[src/rtl/timer_chan_pkg.sv]
`timescale 1ns/1ps
package timer_chan_pkg;
  typedef enum logic [1:0] {
    PS_DIV1    = 2'd0,
    PS_DIV64   = 2'd1,
    PS_DIV256  = 2'd2,
    PS_DIV1024 = 2'd3
  } psel_e;

  localparam int CTRL_PSEL_LSB = 0;
  localparam int CTRL_CHAIN_BIT = 2;
  localparam int CTRL_IE_BIT = 6;
  localparam int CTRL_RUN_BIT = 7;
endpackage

[src/rtl/tmr_prescaler.sv]
`timescale 1ns/1ps
module tmr_prescaler
  import timer_chan_pkg::*;
#(
  parameter int DIV1_LOG2 = 6,
  parameter int DIV2_LOG2 = 8,
  parameter int DIV3_LOG2 = 10
) (
  input  logic  clk,
  input  logic  rst_n,
  input  logic  run,
  input  logic  restart,
  input  psel_e psel,
  output logic  tick
);
  localparam int DIV_W = DIV3_LOG2;
  localparam int LOGS [4] = '{0, DIV1_LOG2, DIV2_LOG2, DIV3_LOG2};

  logic [DIV_W-1:0] lim_tab [4];
  logic [DIV_W-1:0] limit;
  logic [DIV_W-1:0] div_cnt;

  for (genvar g = 0; g < 4; g++) begin : g_lim
    assign lim_tab[g] = DIV_W'((64'd1 << LOGS[g]) - 64'd1);
  end

  assign limit = lim_tab[psel];
  assign tick  = run && (div_cnt == limit);

  always_ff @(posedge clk) begin
    if (!rst_n || restart) div_cnt <= '0;
    else if (run) begin
      if (div_cnt == limit) div_cnt <= '0;
      else                  div_cnt <= div_cnt + 1'b1;
    end
  end

  // the phase never runs past the period of the current select
  assert_div_bound_R5: assert property (@(posedge clk) disable iff (!rst_n)
    div_cnt <= limit);
endmodule

[src/rtl/tmr_counter.sv]
`timescale 1ns/1ps
module tmr_counter #(
  parameter int CNT_W = 16
) (
  input  logic             clk,
  input  logic             rst_n,
  input  logic             load,
  input  logic [CNT_W-1:0] reload_val,
  input  logic             inc,
  input  logic             chain_mode,
  output logic [CNT_W-1:0] count,
  output logic             wrap,
  output logic             ovf_pulse
);
  localparam logic [CNT_W-1:0] CNT_MAX = '1;

  assign wrap = inc && !load && (count == CNT_MAX);

  always_ff @(posedge clk) begin
    if (!rst_n) begin
      count     <= '0;
      ovf_pulse <= 1'b0;
    end else begin
      ovf_pulse <= wrap;
      if (load) count <= reload_val;
      else if (inc) begin
        if (count == CNT_MAX) count <= chain_mode ? '0 : reload_val;
        else                  count <= count + 1'b1;
      end
    end
  end

  assert_idle_hold_R3: assert property (@(posedge clk) disable iff (!rst_n)
    !load && !inc |=> $stable(count));
  assert_rise_load_R4: assert property (@(posedge clk) disable iff (!rst_n)
    load |=> count == $past(reload_val));
  assert_step_one_R5: assert property (@(posedge clk) disable iff (!rst_n)
    inc && !load && count != CNT_MAX |=> count == $past(count) + 1'b1);
  assert_free_wrap_R7: assert property (@(posedge clk) disable iff (!rst_n)
    ovf_pulse && !$past(chain_mode) |-> count == $past(reload_val));
  assert_chain_wrap_R9: assert property (@(posedge clk) disable iff (!rst_n)
    ovf_pulse && $past(chain_mode) |-> count == '0);
endmodule

[src/rtl/tmr_irq.sv]
`timescale 1ns/1ps
module tmr_irq (
  input  logic clk,
  input  logic rst_n,
  input  logic set,
  input  logic ack,
  output logic irq
);
  always_ff @(posedge clk) begin
    if (!rst_n)   irq <= 1'b0;
    else if (set) irq <= 1'b1;
    else if (ack) irq <= 1'b0;
  end

  assert_sticky_R10: assert property (@(posedge clk) disable iff (!rst_n)
    irq && !ack |=> irq);
  assert_set_wins_R11: assert property (@(posedge clk) disable iff (!rst_n)
    set |=> irq);
endmodule

[src/rtl/reload_timer_chan.sv]
`timescale 1ns/1ps
module reload_timer_chan
  import timer_chan_pkg::*;
#(
  parameter int CNT_W     = 16,
  parameter int CTRL_W    = 8,
  parameter int DIV1_LOG2 = 6,
  parameter int DIV2_LOG2 = 8,
  parameter int DIV3_LOG2 = 10
) (
  input  logic              clk,
  input  logic              rst_n,
  input  logic              reload_we,
  input  logic [CNT_W-1:0]  reload_wdata,
  input  logic              ctrl_we,
  input  logic [CTRL_W-1:0] ctrl_wdata,
  input  logic              cascade_tick,
  input  logic              irq_ack,
  output logic [CNT_W-1:0]  count_q,
  output logic [CTRL_W-1:0] ctrl_rdata,
  output logic              ovf_pulse,
  output logic              irq
);
  localparam logic [CTRL_W-1:0] RD_MASK =
    CTRL_W'((1 << CTRL_RUN_BIT) | (1 << CTRL_IE_BIT) | (1 << CTRL_CHAIN_BIT) | (3 << CTRL_PSEL_LSB));

  logic [CNT_W-1:0] reload_q;
  psel_e psel_q, psel_new;
  logic  chain_q, ie_q, run_q;
  logic  en_rise, restart, free_run, pre_tick, inc, wrap;
  logic  ctrl_unused;

  assign ctrl_unused = ^(ctrl_wdata & ~RD_MASK);

  assign psel_new = psel_e'(ctrl_wdata[CTRL_PSEL_LSB +: 2]);
  assign en_rise  = ctrl_we && ctrl_wdata[CTRL_RUN_BIT] && !run_q;
  assign restart  = en_rise || (ctrl_we && (psel_new != psel_q));
  assign free_run = run_q && !chain_q;
  assign inc      = pre_tick || (run_q && chain_q && cascade_tick);

  always_ff @(posedge clk) begin
    if (!rst_n) begin
      reload_q <= '0;
      psel_q   <= PS_DIV1;
      chain_q  <= 1'b0;
      ie_q     <= 1'b0;
      run_q    <= 1'b0;
    end else begin
      if (reload_we) reload_q <= reload_wdata;
      if (ctrl_we) begin
        psel_q  <= psel_new;
        chain_q <= ctrl_wdata[CTRL_CHAIN_BIT];
        ie_q    <= ctrl_wdata[CTRL_IE_BIT];
        run_q   <= ctrl_wdata[CTRL_RUN_BIT];
      end
    end
  end

  always_comb begin
    ctrl_rdata = '0;
    ctrl_rdata[CTRL_PSEL_LSB +: 2] = psel_q;
    ctrl_rdata[CTRL_CHAIN_BIT]     = chain_q;
    ctrl_rdata[CTRL_IE_BIT]        = ie_q;
    ctrl_rdata[CTRL_RUN_BIT]       = run_q;
  end

  tmr_prescaler #(
    .DIV1_LOG2(DIV1_LOG2), .DIV2_LOG2(DIV2_LOG2), .DIV3_LOG2(DIV3_LOG2)
  ) u_pre (
    .clk(clk), .rst_n(rst_n), .run(free_run), .restart(restart),
    .psel(psel_q), .tick(pre_tick)
  );

  tmr_counter #(.CNT_W(CNT_W)) u_cnt (
    .clk(clk), .rst_n(rst_n), .load(en_rise), .reload_val(reload_q),
    .inc(inc), .chain_mode(chain_q), .count(count_q), .wrap(wrap),
    .ovf_pulse(ovf_pulse)
  );

  tmr_irq u_irq (
    .clk(clk), .rst_n(rst_n), .set(wrap && ie_q), .ack(irq_ack), .irq(irq)
  );

  assert_readback_R2: assert property (@(posedge clk) disable iff (!rst_n)
    ctrl_we |=> ctrl_rdata == ($past(ctrl_wdata) & RD_MASK));
  assert_disabled_hold_R6: assert property (@(posedge clk) disable iff (!rst_n)
    !run_q && !en_rise |=> $stable(count_q));
endmodule

[config.mk]
export PLATFORM = sky130hd
export DESIGN_NAME = reload_timer_chan
export DESIGN_NICKNAME = d
export VERILOG_FILES = /design/src/rtl/timer_chan_pkg.sv /design/src/rtl/tmr_prescaler.sv /design/src/rtl/tmr_counter.sv /design/src/rtl/tmr_irq.sv /design/src/rtl/reload_timer_chan.sv
export SDC_FILE = /design/constraint.sdc
export NUM_CORES = 1
export LEC_CHECK = 0
export ABC_AREA = 1
export CORE_UTILIZATION = 56
export CTS_CLUSTER_DIAMETER = 150
export CTS_CLUSTER_SIZE = 25
export DETAILED_ROUTE_END_ITERATION = 6
export HOLD_SLACK_MARGIN = 0.05
export PLACE_DENSITY = 0.91
export SETUP_SLACK_MARGIN = 0.5
export SYNTH_ARGS = -nofsm -noshare
export SYNTH_HDL_FRONTEND = slang
export SYNTH_SLANG_ARGS = --single-unit
[constraint.sdc]
create_clock -name clk -period 4.5 [get_ports clk]
set_clock_uncertainty 0.1 [all_clocks]
set_input_delay 0.9 -clock clk [delete_from_list [all_inputs] [get_ports clk]]
set_output_delay 0.9 -clock clk [all_outputs]
set_load 0.02 [all_outputs]
==> summary.md <==
| Metric | Value |
|---|---|
| Met2 GRT Util | `0.4712` |
| CP arrival | `2.86 ns` |
| PortBufs | `49` |
| Synthesized area per cell | `6.578 um^2` |
| Endpoints failing hold | `0` |
| Total vias in the final route | `2952` |
| CP Max Fanout | `16` |
| Setup bufs post-CTS | `0` |
| Leak | `0.001406 uW` |
| Initial Util | `0.5924` |
| First-pass GRT wire length | `12.16 mm` |
| Peak VDD IR | `262.4 uV` |
| Worst hold path startpoint | `reload_q[6]$_SDFFE_PN0P_` |
| Tot GR Track Use | `0.2965` |
| Initial antenna violation count | `0` |
| CTS tree | `yes` |
| H-Tree Depth | `2` |
| Gate power share | `0.143` |
| Final ANT Viol Nets | `0` |
| Vias/cell | `5.507` |
| Longest Clk Path Bufs | `2` |
| P_int | `671.0 uW` |
| Synthesized cell area | `0.002835 mm^2` |
| Sw frac | `0.2718` |
| GR Util met1 | `0.3726` |
| P per Cell Area | `270.7 mW/mm^2` |
| Placer congestion estimate | `0.9486` |
| Num CTS Buffers | `5` |
| Congestion Overflow GR | `0` |
| Register area share after synthesis | `0.3460` |
| Core footprint | `0.004786 mm^2` |
| Worst-Skew Late Latency | `0.32 ns` |
| Largest net degree at the start of global routing | `22` |
| Hold path depth | `2` |
| Fillers | `421` |
| Setup TNS | `0 ns` |
| CTS sink count | `49` |
| Area growth, synth to finish | `20.08%` |
| Hold crit path type | `flip-flop to flip-flop` |
| Tightest Pin Transition | `0.6740 ns` |
| Outcome | `finished clean` |
| DRC violations left | `0` |
| Worst r2r src | `chain_q$_SDFFE_PN0P_` |
| Met3 Resource Use GR | `0.05939` |
| Post_cts resized | `0` |
| Kind of critical path | `input pin to flip-flop` |
| Syn Inst Count | `431` |
| Yosys reg bits | `49` |
| Final-report max-slew violation count | `0` |
| Share of cells above drive strength 1 | `0.08955` |
| Num rows | `25` |
| Setup crit start kind | `input pin` |
| Period utilisation layout | `0.6146` |
| CTS root buf | `clkbuf_8` |
| Highest clock rate | `361.6 MHz` |
| Final Util | `0.7114` |
| Die Y | `73.16 um` |
| # diodes | `0` |
| Yosys warning count | `0` |
| Most used routing layer | `met2` |
| Setup violations, final | `0` |
| Worst Hold Path EP | `reload_q[6]$_SDFFE_PN0P_` |
| Footprint of the multi-input gates | `0.001573 mm^2` |
| Critical Path End Type | `flip-flop` |
| Most common cell after layout, fill and taps aside | `nand2_1` |
| Die width | `73.16 um` |
| Fin worst setup slack | `1.734 ns` |
| NetSw | `250.5 uW` |
| Avg WL per Cell | `13.73 um` |
| Slew headroom | `0.5502` |
| Ports | `56` |
| Worst slack, placed | `1.456 ns` |
| Sequential cell area | `980.9 um^2` |
| Netlist cell types | `35` |
| RSZ-0062 raised after global routing | `no` |
| Initial drt markers | `320` |
| Min cycle time layout | `2.766 ns` |
| Clock power share | `0.343` |
| Clk pin slew, worst setup/hold paths | `0.10 ns` |
| Vias in the first global route | `2744` |
| Nets | `501` |
| Reg2reg path depth | `9` |
| Die Area | `0.005352 mm^2` |
| Sequential share of power | `0.514` |
| Leading cell types in the layout, fill and taps excluded | `nand2_1, nor2_1, dfxtp_1, clkdlybuf4s50_1, inv_1` |
| Reg2reg end | `u_cnt.ovf_pulse$_SDFF_PN0_` |
| Reg2reg setup slack | `2.28 ns` |
| Max_cap viols | `0` |
| Detailed Place HPWL | `5.268 mm` |
| Final wirelength | `7.360 mm` |
| Critical Path RT | `4.59 ns` |
| Hold buffers post-CTS | `0` |
| First-pass DRT Iterations | `5` |
[worst max-delay path by stage]
stage	startpoint	endpoint	cells after the start
final	ctrl_we	u_cnt.count[8]$_SDFFE_PN0P_	8
after global routing	ctrl_we	u_cnt.count[8]$_SDFFE_PN0P_	8
after CTS	ctrl_we	u_cnt.count[8]$_SDFFE_PN0P_	8
after floorplan	cascade_tick	u_cnt.count[8]$_SDFFE_PN0P_	6
after global placement	ctrl_we	u_cnt.count[8]$_SDFFE_PN0P_	8
after detailed placement	ctrl_we	u_cnt.count[8]$_SDFFE_PN0P_	8
[state kept, by name, summed over array words and instances, names as in the netlist]
| signal | flops |
|---|---|
| ie_q | 1 |
| u_cnt.count | 16 |
| chain_q | 1 |
| u_pre.div_cnt | 10 |
| u_cnt.ovf_pulse | 1 |
| u_irq.irq | 1 |
| psel_q | 2 |
| run_q | 1 |
| reload_q | 16 |
[per-stage QoR]
stage | hold WS [ns] | cell area [um^2] | std cells | power [uW]
floorplan | 0.3412 | 2843 | 433 | 559.0
global placement | 0.3652 | 3301 | 529 | 607.9
detailed placement | 0.3716 | 3301 | 529 | 612.1
CTS | 0.3908 | 3405 | 536 | 915.0
global route | 0.4213 | 3405 | 536 | 953.5
finish | 0.3944 | 3405 | 536 | 921.5
[worst max-delay path: stages]
cell and delay [ns]:
clkdlybuf4s50_1 0.50, nand2_1 0.09, nor2_2 0.53, inv_2 0.30, nand3_1 0.26, inv_2 0.12
nand2_1 0.08, a21oi_1 0.07
[layer usage]
metal  vias to the layer above  part of all wire
met4                         0             0.033
met2                       149              0.47
met3                        28             0.073
li1                       1448                 -
met1                      1327              0.43
met5                         -                 0
[cells in the mapped netlist]
master | n | share of area
nand2_4 | 2 | 0.0079
dfxtp_1 | 49 | 0.35
a21oi_1 | 23 | 0.041
xor2_1 | 5 | 0.015
conb_1 | 1 | 0.0013
o21bai_1 | 2 | 0.0053
nand2_1 | 104 | 0.14
nand2_2 | 6 | 0.013
o211ai_1 | 1 | 0.0026
o21ai_1 | 4 | 0.0071
nor2_8 | 1 | 0.0071
or2_2 | 2 | 0.0044
nand3_4 | 1 | 0.0062
a31oi_1 | 1 | 0.0022
nor2_2 | 4 | 0.0088
xnor2_1 | 6 | 0.019
nor3_2 | 1 | 0.0035
buf_6 | 1 | 0.0040
nor4_1 | 2 | 0.0044
nand3_1 | 30 | 0.053
nor2_4 | 2 | 0.0079
a21boi_0 | 1 | 0.0026
o21ai_0 | 24 | 0.042
nor3b_1 | 1 | 0.0026
inv_1 | 34 | 0.045
a21boi_1 | 2 | 0.0053
nor2_1 | 64 | 0.085
ha_1 | 2 | 0.0088
o21bai_2 | 1 | 0.0040
clkbuf_1 | 10 | 0.013
nor3_1 | 5 | 0.0088
o21ai_2 | 4 | 0.012
inv_2 | 10 | 0.013
buf_4 | 10 | 0.026
nand4_1 | 15 | 0.033
[kinds of logic after synthesis]
logic type | Yosys count | synth area share
AO/OA/AOI/OAI | 63 | 0.1244
other | 1 | 0.001323
XOR/XNOR | 11 | 0.03398
AND/OR/NAND/NOR | 240 | 0.3835
flip-flops | 49 | 0.3460
buffers and inverters | 65 | 0.1019
adder cells (fa/ha/maj) | 2 | 0.008825
[power groups by stage]
stage | registers [uW] | logic (uW) | clock network [uW]
finish | 473 | 132 | 316
global route | 476 | 145 | 333
CTS | 472 | 131 | 312
detailed placement | 483 | 129 | 0
global placement | 482 | 126 | 0
floorplan | 483 | 75.7 | 0
[layout make-up]
type                       instances  area share
multi-input combinational        319      0.4620
clock buffer                       5     0.02021
clock inverter                     2     0.01029
sequential                        49      0.2881
timing repair buffer              50      0.1463
inverter                          44     0.04851
tap                               67     0.02462
No activity file was read; power rests on OpenSTA's default activity.
